--- src/rtl/jbuf_pkg.sv ---
package jbuf_pkg;
  // loop bandwidth selection, priority: guard > standard-specific setting
  typedef enum logic [1:0] {
    BW_T1        = 2'd0,
    BW_E1_WIDE   = 2'd1,
    BW_E1_NARROW = 2'd2,
    BW_GUARD     = 2'd3
  } bw_sel_e;
endpackage

--- src/rtl/jbuf_ram.sv ---
module jbuf_ram #(
  parameter int DEPTH  = 64,
  parameter int ADDR_W = $clog2(DEPTH)
) (
  input  logic              clk,
  input  logic              q_clr,
  input  logic              we,
  input  logic [ADDR_W-1:0] wa,
  input  logic              wd,
  input  logic              re,
  input  logic [ADDR_W-1:0] ra,
  output logic              q
);
  logic mem [DEPTH];

  always_ff @(posedge clk) begin
    if (we) mem[wa] <= wd;
  end

  // read-first registered output
  always_ff @(posedge clk) begin
    if (q_clr)   q <= 1'b0;
    else if (re) q <= mem[ra];
  end
endmodule

--- src/rtl/jbuf_loop.sv ---
module jbuf_loop
  import jbuf_pkg::*;
#(
  parameter int CNT_W    = 7,
  parameter int ACC_W    = 16,
  parameter int GAIN     = 8,
  parameter int NOM_T1   = 8192,
  parameter int NOM_E1   = 10923,
  parameter int SH_T1    = 5,
  parameter int SH_E1W   = 3,
  parameter int SH_E1N   = 6,
  parameter int SH_GUARD = 1
) (
  input  logic [CNT_W-1:0] fill,
  input  logic [CNT_W-1:0] half,
  input  logic             mode_e1,
  input  logic             bw_narrow,
  input  logic             guard,
  output logic [ACC_W-1:0] inc
);
  localparam int EXT_W = ACC_W + 2;

  bw_sel_e                 bw;
  logic [4:0]              shamt;
  logic signed [CNT_W:0]   err;
  logic signed [EXT_W-1:0] err_w, adj, nom, total;

  always_comb begin
    // T1 ignores bw_narrow; guard overrides everything
    if (guard)          bw = BW_GUARD;
    else if (!mode_e1)  bw = BW_T1;
    else if (bw_narrow) bw = BW_E1_NARROW;
    else                bw = BW_E1_WIDE;

    case (bw)
      BW_T1:        shamt = 5'(SH_T1);
      BW_E1_WIDE:   shamt = 5'(SH_E1W);
      BW_E1_NARROW: shamt = 5'(SH_E1N);
      default:      shamt = 5'(SH_GUARD);
    endcase

    // proportional correction of the nominal increment
    err   = $signed({1'b0, fill}) - $signed({1'b0, half});
    err_w = EXT_W'(err);
    adj   = (err_w <<< GAIN) >>> shamt;
    nom   = mode_e1 ? EXT_W'(NOM_E1) : EXT_W'(NOM_T1);
    total = nom + adj;
    inc   = total[ACC_W-1:0];
  end
endmodule

--- src/rtl/jbuf_nco.sv ---
module jbuf_nco #(
  parameter int ACC_W = 16
) (
  input  logic             clk,
  input  logic             rst,
  input  logic             run,
  input  logic [ACC_W-1:0] inc,
  output logic             wrap
);
  logic [ACC_W-1:0] acc;
  logic [ACC_W:0]   sum;

  always_comb begin
    sum  = {1'b0, acc} + {1'b0, inc};
    wrap = run & sum[ACC_W];           // carry out gives a read event
  end

  always_ff @(posedge clk) begin
    if (rst || !run) acc <= '0;
    else             acc <= sum[ACC_W-1:0];
  end
endmodule

--- src/rtl/jbuf_top.sv ---
module jbuf_top #(
  parameter int DEPTH_MAX = 64,
  parameter int DEPTH_MIN = 32,
  parameter int GUARD     = 2,
  parameter int ACC_W     = 16,
  parameter int GAIN      = 8,
  parameter int NOM_T1    = 8192,
  parameter int NOM_E1    = 10923,
  parameter int SH_T1     = 5,
  parameter int SH_E1W    = 3,
  parameter int SH_E1N    = 6,
  parameter int SH_GUARD  = 1
) (
  input  logic clk,
  input  logic rst,
  input  logic wr_stb,
  input  logic wr_bit,
  input  logic mode_e1,
  input  logic bw_narrow,
  input  logic deep_sel,
  input  logic clr_flags,
  output logic rd_stb,
  output logic rd_bit,
  output logic depth64,
  output logic primed,
  output logic guard_active,
  output logic ovf_flag,
  output logic udf_flag
);
  localparam int ADDR_W = $clog2(DEPTH_MAX);
  localparam int CNT_W  = ADDR_W + 1;

  logic [CNT_W-1:0]  depth_now, depth_q, half, fill_q, fill_nx;
  logic [ADDR_W-1:0] wr_ptr, rd_ptr, last_idx;
  logic [ACC_W-1:0]  inc;
  logic              restart, run, wrap, rd_evt, do_rd, do_wr;
  logic              ovf_evt, udf_evt, primed_nx;

  // narrow E1 bandwidth forces the deep store
  always_comb begin
    depth_now = (deep_sel || (mode_e1 && bw_narrow)) ? CNT_W'(DEPTH_MAX)
                                                     : CNT_W'(DEPTH_MIN);
    restart   = (depth_now != depth_q);
    half      = depth_q >> 1;
    last_idx  = ADDR_W'(depth_q - 1'b1);
    run       = primed & ~restart;
    rd_evt    = wrap;
    do_rd     = rd_evt && (fill_q != '0);
    do_wr     = wr_stb && !restart && ((fill_q != depth_q) || do_rd);
    ovf_evt   = wr_stb && !restart && (fill_q == depth_q) && !do_rd;
    udf_evt   = rd_evt && (fill_q == '0);
    fill_nx   = fill_q + CNT_W'(do_wr) - CNT_W'(do_rd);
    primed_nx = primed | (fill_nx >= half);
  end

  jbuf_loop #(
    .CNT_W(CNT_W), .ACC_W(ACC_W), .GAIN(GAIN),
    .NOM_T1(NOM_T1), .NOM_E1(NOM_E1),
    .SH_T1(SH_T1), .SH_E1W(SH_E1W), .SH_E1N(SH_E1N), .SH_GUARD(SH_GUARD)
  ) loop_i (
    .fill(fill_q), .half(half), .mode_e1(mode_e1), .bw_narrow(bw_narrow),
    .guard(guard_active), .inc(inc)
  );

  jbuf_nco #(.ACC_W(ACC_W)) nco_i (
    .clk(clk), .rst(rst), .run(run), .inc(inc), .wrap(wrap)
  );

  jbuf_ram #(.DEPTH(DEPTH_MAX), .ADDR_W(ADDR_W)) ram_i (
    .clk(clk), .q_clr(rst | restart),
    .we(do_wr), .wa(wr_ptr), .wd(wr_bit),
    .re(do_rd), .ra(rd_ptr), .q(rd_bit)
  );

  always_ff @(posedge clk) begin
    depth_q <= depth_now;
    if (rst || restart) begin
      wr_ptr       <= '0;
      rd_ptr       <= '0;
      fill_q       <= '0;
      primed       <= 1'b0;
      rd_stb       <= 1'b0;
      guard_active <= 1'b0;
    end else begin
      if (do_wr) wr_ptr <= (wr_ptr == last_idx) ? '0 : wr_ptr + 1'b1;
      if (do_rd) rd_ptr <= (rd_ptr == last_idx) ? '0 : rd_ptr + 1'b1;
      fill_q       <= fill_nx;
      primed       <= primed_nx;
      rd_stb       <= rd_evt;
      // guard band around empty and full
      guard_active <= primed_nx && ((fill_nx <= CNT_W'(GUARD)) ||
                                    (fill_nx >= depth_q - CNT_W'(GUARD)));
    end
  end

  // sticky flags, a new event wins over the clear
  always_ff @(posedge clk) begin
    if (rst) begin
      ovf_flag <= 1'b0;
      udf_flag <= 1'b0;
    end else begin
      ovf_flag <= (ovf_flag & ~clr_flags) | ovf_evt;
      udf_flag <= (udf_flag & ~clr_flags) | udf_evt;
    end
  end

  assign depth64 = (depth_q == CNT_W'(DEPTH_MAX));
endmodule

--- config.mk ---
export PLATFORM = sky130hd
export DESIGN_NAME = jbuf_top
export DESIGN_NICKNAME = d
export VERILOG_FILES = /design/src/rtl/jbuf_pkg.sv /design/src/rtl/jbuf_ram.sv /design/src/rtl/jbuf_loop.sv /design/src/rtl/jbuf_nco.sv /design/src/rtl/jbuf_top.sv
export SDC_FILE = /design/constraint.sdc
export NUM_CORES = 1
export LEC_CHECK = 0
export BUFFER_PORTS_ARGS = -buffer_cell sky130_fd_sc_hd__buf_2
export CAP_MARGIN = 20
export CORE_AREA = 3 3 110 112
export CTS_CLUSTER_DIAMETER = 150
export DETAILED_ROUTE_END_ITERATION = 12
export DIE_AREA = 0 0 113 115
export PLACE_DENSITY = 0.82
export SETUP_SLACK_MARGIN = 0.2
export SLEW_MARGIN = 20
export SYNTH_ARGS = -nofsm -noshare
export SYNTH_HDL_FRONTEND = slang
export SYNTH_HIERARCHICAL = 1
export SYNTH_SLANG_ARGS = --single-unit
--- constraint.sdc ---
create_clock -name clk -period 12.5 [get_ports clk]
set_clock_uncertainty 0.05 [all_clocks]
set_input_delay 2.5 -clock clk [delete_from_list [all_inputs] [get_ports clk]]
set_output_delay 2.5 -clock clk [all_outputs]
set_load 0.01 [all_outputs]
# Word-level counts from Yosys, hierarchy flattened
# Memory sizes are Yosys's and may differ from the RTL's. A register that Yosys moved wholly into a read port is not among the register bits.
# Index checks and enable logic that the tools add are counted.
word_totals:
  register_bits: 47
  mem_bits_ro: 0
  ramBits: 64
  latchBits: 0
  inputBits: 8
  n_memories: 1
mem_list:
  columns: ["name", "depth", "width", "read_ports", "rd_ports_with_merged_regs", "write_ports", "line_no", "source"]
  rows:
  - ["ram_i.mem", 64, 1, 1, 1, 1, "jbuf_ram.sv:14", "logic mem [DEPTH];"]
classes:
  div_mod_pow: 0
  n_lt_le_gt_ge: 3
  bitwise: 10
  multipliers: 0
  add_sub_neg: 9
  n_eq_ne: 8
  muxes: 10
  reduce_logical: 19
  shifts: 1
op_table:
  columns: ["op", "n"]
  rows:
  - ["$add A16 B16 Y17", 1]
  - ["$add A16 B16 Y16", 1]
  - ["$sshr A16 B3 Y16", 1]
  - ["$ne A7 B7 Y1", 2]
  - ["$add A6 B1 Y6 const B", 2]
  - ["$eq A6 B6 Y1", 2]
  - ["$mux W12", 1]
  - ["$mux W6", 2]
  - ["$pmux W3 S3", 1]
  - ["$logic_and A1 B1 Y1", 8]
  - ["$sub A7 B6 Y8", 1]
  - ["$add A7 B1 Y7", 1]
  - ["$eq A7 B7 Y1", 1]
  - ["$eq A7 B7 Y1 const B", 1]
  - ["$ge A7 B6 Y1", 1]
  - ["$ge A7 B7 Y1", 1]
  - ["$le A7 B2 Y1 const B", 1]
  - ["$logic_not A7 Y1", 1]
  - ["$mux W7", 1]
  - ["$reduce_bool A7 Y1", 1]
  - ["$sub A7 B1 Y7", 1]
  - ["$sub A7 B2 Y7 const B", 1]
  - ["$mux W2", 3]
  - ["$sub A6 B1 Y6 const B", 1]
  - ["other kinds (9)", 23]

# Longest topological paths before layout
depth:
  depth_word: 17
  ltp_mapped: 47
  mapped_depth_nobuf: 42

# Cells and area by module
# The synthesis kept the hierarchy.
modules_own_cells:
  columns: ["mod", "area_each_um2", "n_inst", "cells_each"]
  rows:
  - ["jbuf_ram", 3005.4, 1, 220]
  - ["jbuf_top", 1473.9, 1, 167]
  - ["jbuf_loop", 1333.8, 1, 183]
  - ["jbuf_nco", 1302.5, 1, 150]

# Least setup slack after synthesis
# No wires, ideal clock.
synth_path:
  kind: "in2reg"
  startpoint: "input mode_e1"
  endpoint: "register guard_active"
  cell_stages: 45
  setup_ns: 0.058
  slack_ns: 2.336
  required_ns: 12.392
  arrival_time_ns: 10.056
  path_buffers: 6
  cell_sequence: "nor2b_1 > or2_1 > clkbuf_1 > inv_2 > clkbuf_1 > ha_1 > buf_2 > buf_2 > mux2i_1 > nor2_1 > a21oi_1 > nor2_1 > ha_1 > a21o_1 > nand3_1 > a21oi_1 > o221ai_1 > a2bb2oi_2 > (+9 left out) > buf_6 > o311a_1 > buf_6 > o21ai_1 > nand2_1 > ha_1 > inv_1 > fa_1 > nor2b_1 > o311a_1 > a31oi_1 > and2_1 > inv_2 > ha_1 > nand2_1 > or4_1 > o21ai_0 > o21a_1"
synth_between:
  elab_chain_len: 16
  elab_cells_between_ends: 31
  cone_classes: "4 x add/sub; 3 x order compare; 3 x eq/ne; 1 x shift; 5 x mux; 4 x bitwise; 11 x reduce/logical"
synth_lines:
  columns: ["item", "line_no", "source"]
  rows:
  - ["start, declared", "jbuf_top.sv:18", "input logic mode_e1,"]
  - ["$mux W2", "jbuf_loop.sv:31", "else if (!mode_e1) bw = BW_T1;"]
  - ["$mux W2", "jbuf_loop.sv:30", "if (guard) bw = BW_GUARD;"]
  - ["$eq A2 B2 Y1, or another cell as far along", "jbuf_loop.sv:35", "case (bw)"]
  - ["$pmux W3 S3", "jbuf_loop.sv:35", null]
  - ["$sshr A16 B3 Y16", "jbuf_loop.sv:45", "adj = (err_w <<< GAIN) >>> shamt;"]
  - ["$add A16 B16 Y16 (*)", "jbuf_loop.sv:47", "total = nom + adj;"]
  - ["via inc[11]", "jbuf_top.sv:35", "logic [ACC_W-1:0] inc;"]
  - ["$add A16 B16 Y17 (*)", "jbuf_nco.sv:14", "sum = {1'b0, acc} + {1'b0, inc};"]
  - ["(+1 left out)", null, null]
  - ["via rd_evt", "jbuf_top.sv:36", "logic restart, run, wrap, rd_evt, do_rd, do_wr;"]
  - ["(+1 left out)", null, null]
  - ["via do_rd", "jbuf_top.sv:36", null]
  - ["(+1 left out)", null, null]
  - ["$logic_and A1 B1 Y1 (*)", "jbuf_top.sv:49", "do_wr = wr_stb && !restart && ((fill_q != depth_q) || do_rd);"]
  - ["via do_wr", "jbuf_top.sv:36", null]
  - ["$add A7 B1 Y7 (*)", "jbuf_top.sv:52", "fill_nx = fill_q + CNT_W'(do_wr) - CNT_W'(do_rd);"]
  - ["$sub A7 B1 Y7 (*)", "jbuf_top.sv:52", null]
  - ["via fill_nx[6]", "jbuf_top.sv:33", "logic [CNT_W-1:0] depth_now, depth_q, half, fill_q, fill_nx;"]
  - ["$ge A7 B6 Y1, or another cell as far along", "jbuf_top.sv:53", "primed_nx = primed | (fill_nx >= half);"]
  - ["$or A1 B1 Y1 or $logic_or A1 B1 Y1 (tied branches)", "jbuf_top.sv:53, jbuf_top.sv:91", null]
  - ["$logic_and A1 B1 Y1 (*)", "jbuf_top.sv:91", "guard_active <= primed_nx && ((fill_nx <= CNT_W'(GUARD)) ||"]
  - ["end signal, assigned", "jbuf_top.sv:91", null]
  - ["end, declared", "jbuf_top.sv:26", "output logic guard_active,"]
# Mark *: on every way through the listed nets, which the timed path passes. The rest lies on a longest branch.
# A chain may end at the register's enable or synchronous reset.

# Worst setup path in the final report
layout_path:
  startpoint: "input mode_e1"
  endpoint: "register guard_active"
layout_between:
  elab_chain_len: 16
  elab_cells_between_ends: 31
  cone_classes: "4 x add/sub; 3 x order compare; 3 x eq/ne; 1 x shift; 5 x mux; 4 x bitwise; 11 x reduce/logical"
layout_lines:
  columns: ["item", "line_no"]
  rows:
  - ["$mux W2", "jbuf_loop.sv:31"]
  - ["$mux W2", "jbuf_loop.sv:30"]
  - ["$eq A2 B2 Y1, or another cell as far along", "jbuf_loop.sv:35"]
  - ["$pmux W3 S3", "jbuf_loop.sv:35"]
  - ["$sshr A16 B3 Y16", "jbuf_loop.sv:45"]
  - ["$add A16 B16 Y16 (*)", "jbuf_loop.sv:47"]
  - ["via inc[11]", "jbuf_top.sv:35"]
  - ["$add A16 B16 Y17 (*)", "jbuf_nco.sv:14"]
  - ["(+1 left out)", null]
  - ["via rd_evt", "jbuf_top.sv:36"]
  - ["(+1 left out)", null]
  - ["$logic_or A1 B1 Y1", "jbuf_top.sv:49"]
  - ["$logic_and A1 B1 Y1", "jbuf_top.sv:49"]
  - ["$add A7 B1 Y7", "jbuf_top.sv:52"]
  - ["$sub A7 B1 Y7 (*)", "jbuf_top.sv:52"]
  - ["via fill_nx[6]", "jbuf_top.sv:33"]
  - ["$ge A7 B6 Y1, or another cell as far along", "jbuf_top.sv:53"]
  - ["$or A1 B1 Y1 or $logic_or A1 B1 Y1 (tied branches)", "jbuf_top.sv:53, jbuf_top.sv:91"]
  - ["$logic_and A1 B1 Y1 (*)", "jbuf_top.sv:91"]
# Marked as above.

==> flow_metrics.tcl <==
set metrics [dict create \
    drc 0 \
    drt_pass1_iterations 6 \
    pre_cts_slack_ns 1.06 \
    r2r_slack_ns 3.31 \
    tightest_slew_ns 1.00 \
    grt_antenna_before_repair 0 \
    ys_types 92 \
    rsz0062_at_grt "no" \
    hold_end "nco_i/acc[0]" \
    clock_latency_ns 0.35 \
    finalHoldViolCount 0 \
    hpwl_microns 11300 \
    cp_data_required_time_ns 12.75 \
    gp_congestion 0.919 \
    slew_viol_final 0 \
    drt_iter0_drc 561 \
    cap_violations 0 \
    rr_worst_depth 38 \
    p_per_area_nw_per_um2 111 \
    cts_tree "yes" \
    endpoint_kind "flop" \
    first_global_vias 5379 \
    worstHoldStart "nco_i/acc[0]" \
    io_buffer_count 14 \
    die_h_microns 115 \
    syn_avg_cell_area_sq_um 9.88 \
    arrival_ns 11.53 \
    numClockSinks 107 \
    period_share 0.902 \
    rr_startpoint "guard_active" \
    cts_buffers 9 \
    fillCellCount 884 \
    max_stage_delay_ns 0.63 \
    setup.worst_path.class "input pin to flop" \
    synth_edf_count 64 \
    p_leak_nw 2.77 \
    post_drt_wl_per_cell_microns 17.9 \
    path_common_cell "ha_1" \
    grt-ovfl-total 0 \
    vdd_ir_drop_max_uv 105 \
    hold_buffers 0 \
    crit_fanout 21 \
    relSlewSlack 0.331 \
    cts_setup_buffers 0 \
    layout-drive-gt1-share 0.102 \
    start_kind "input pin" \
    antenna_cells 0 \
    num_rows 39 \
    grt_pass1_wl_microns 25500 \
    max_freq_ghz 0.0886 \
    routed_wl_microns 15400 \
    whs_path_depth 2 \
    hold_path.class "flop to flop" \
    fin_setup_tns_ns 0 \
    areaGrowthSynthToFinish_pct 4.61 \
    die-area_sq_um 13000 \
    status "finished, final reports clean" \
    ctsLongestPathBuffers 2 \
    path_clk_slew_ns 0.07 \
    synth.cell_area_sq_um 7120 \
    fp.dieW_microns 113 \
    ys_seq_area_frac 0.391 \
    grt_max_degree 65 \
    setup_ws_ns 1.22 \
    yosys_warnings 6 \
    drt-vias-per-instance 6.35 \
    h-tree-depth 3 \
    root_buffer "clkbuf_16" \
    synth_seq_cells 107 \
    pin_count 15 \
    setup_viol 0 \
    critPathSlowestCell "ha_1" \
    syn_inst 720 \
    initial_core_util 0.629 \
    fin_crit_ns 11.28 \
    synth-main-ff-cell "edfxtp_1" \
    ys_async_sr_fraction 0 \
    vias 5466 \
    placeableCoreArea_sq_um 11300 \
    fin_nets 770 \
    cts_resized 0 \
    reg2reg_to "guard_active" \
    track_usage 0.244 \
    ant_nets 0 \
]
cell usage after synthesis (9+ instances only):
library cell,n,area share
inv_1,34,0.018
nand4_1,14,0.012
nand2b_1,10,0.0088
a21o_1,12,0.013
nor2b_1,14,0.012
nor2_1,111,0.059
dfxtp_1,43,0.12
nand2_1,42,0.022
mux2_2,9,0.014
nand3_1,19,0.013
clkbuf_1,14,0.0074
xnor2_1,15,0.018
o21ai_0,13,0.0091
edfxtp_1,64,0.27
a21oi_1,33,0.023
ha_1,45,0.079
xor2_1,22,0.027
nor3_1,18,0.013
mux2i_1,10,0.014
a31oi_1,10,0.0088
final cells by class:
| cell class | count | area [sq um] | area share |
|---|---|---|---|
| multi-input cells | 544 | 3960 | 0.532 |
| clock buffers | 9 | 225 | 0.0303 |
| clock inverters | 6 | 81.3 | 0.0109 |
| repair buffers | 15 | 77.6 | 0.0104 |
| flip-flops and latches | 107 | 2780 | 0.374 |
| inverters | 37 | 139 | 0.0187 |
| well taps | 143 | 179 | 0.0240 |
state kept, by name, indices dropped and copies added, names as in the netlist:
name / count
ram_i/mem: 64
nco_i/acc: 16
fill_q: 7
rd_ptr: 6
wr_ptr: 6
depth_q: 2
guard_active: 1
ovf_flag: 1
primed: 1
ram_i/q: 1
rd_stb: 1
udf_flag: 1
report_power, final:
part,internal (W),switching (W)
clock network,0.000159,0.000135
registers,0.000374,0.00000187
logic,0.0000599,0.0000988
placed cells by master (no fill, tap or decap), drive strengths merged, types with 11 or more instances in the layout:
master,instances
a21o,14
a21oi,36
buf,15
dfxtp,43
edfxtp,64
ha,45
inv,40
mux2,11
mux4,12
nand2,42
nand3,19
nand4,14
nor2,111
nor2b,14
nor3,18
o21ai,16
xnor2,15
xor2,22
worst max path at each step:
stage,startpoint,end,slack [ns]
detailed placement,mode_e1,guard_active,1.06
global route,mode_e1,guard_active,0.62
CTS,mode_e1,guard_active,1.37
global placement,mode_e1,guard_active,1.42
floorplan,mode_e1,guard_active,2.34
finish,mode_e1,guard_active,1.22
through the flow:
step                      area, sq um  hold WS, ns   util  total power, W  std cells
after floorplan                  7130        0.431      -        0.000516        724
after global placement           7140        0.452  0.630        0.000536        846
after detailed placement         7140        0.484  0.630        0.000540        846
after CTS                        7440        0.492  0.657        0.000830        861
after global routing             7440        0.496  0.657        0.000862        861
final                            7440        0.493  0.657        0.000828        861
kinds of logic after synthesis:
family,Yosys count,share of synthesized area
XOR/XNOR,37,0.0455
AO/OA/AOI/OAI,141,0.154
buffers and inverters,73,0.0547
adder cells (fa/ha/maj),48,0.0876
other,1,0.000527
flip-flops,107,0.391
AND/OR/NAND/NOR,280,0.194
multiplexers,33,0.0732
metal layers:
metal / up-vias / global-route usage / share of wire
li1: 2624 / - / -
met1: 2632 / 0.316 / 0.44
met2: 173 / 0.420 / 0.48
met3: 37 / 0.0274 / 0.050
met4: 0 / 0.104 / 0.026
met5: - / 0 / 0
worst max-delay path, delay by kind of cell:
family	cells	cell delay, ns
xor gates and xnor gates	1	0.14
buffers and inverters	4	0.61
and+or+nand+nor	14	2.40
AOI/OAI and AO/OA	14	3.28
adders and majority gates	6	2.28
muxes	1	0.32
Power figures use the tool's default switching activity.
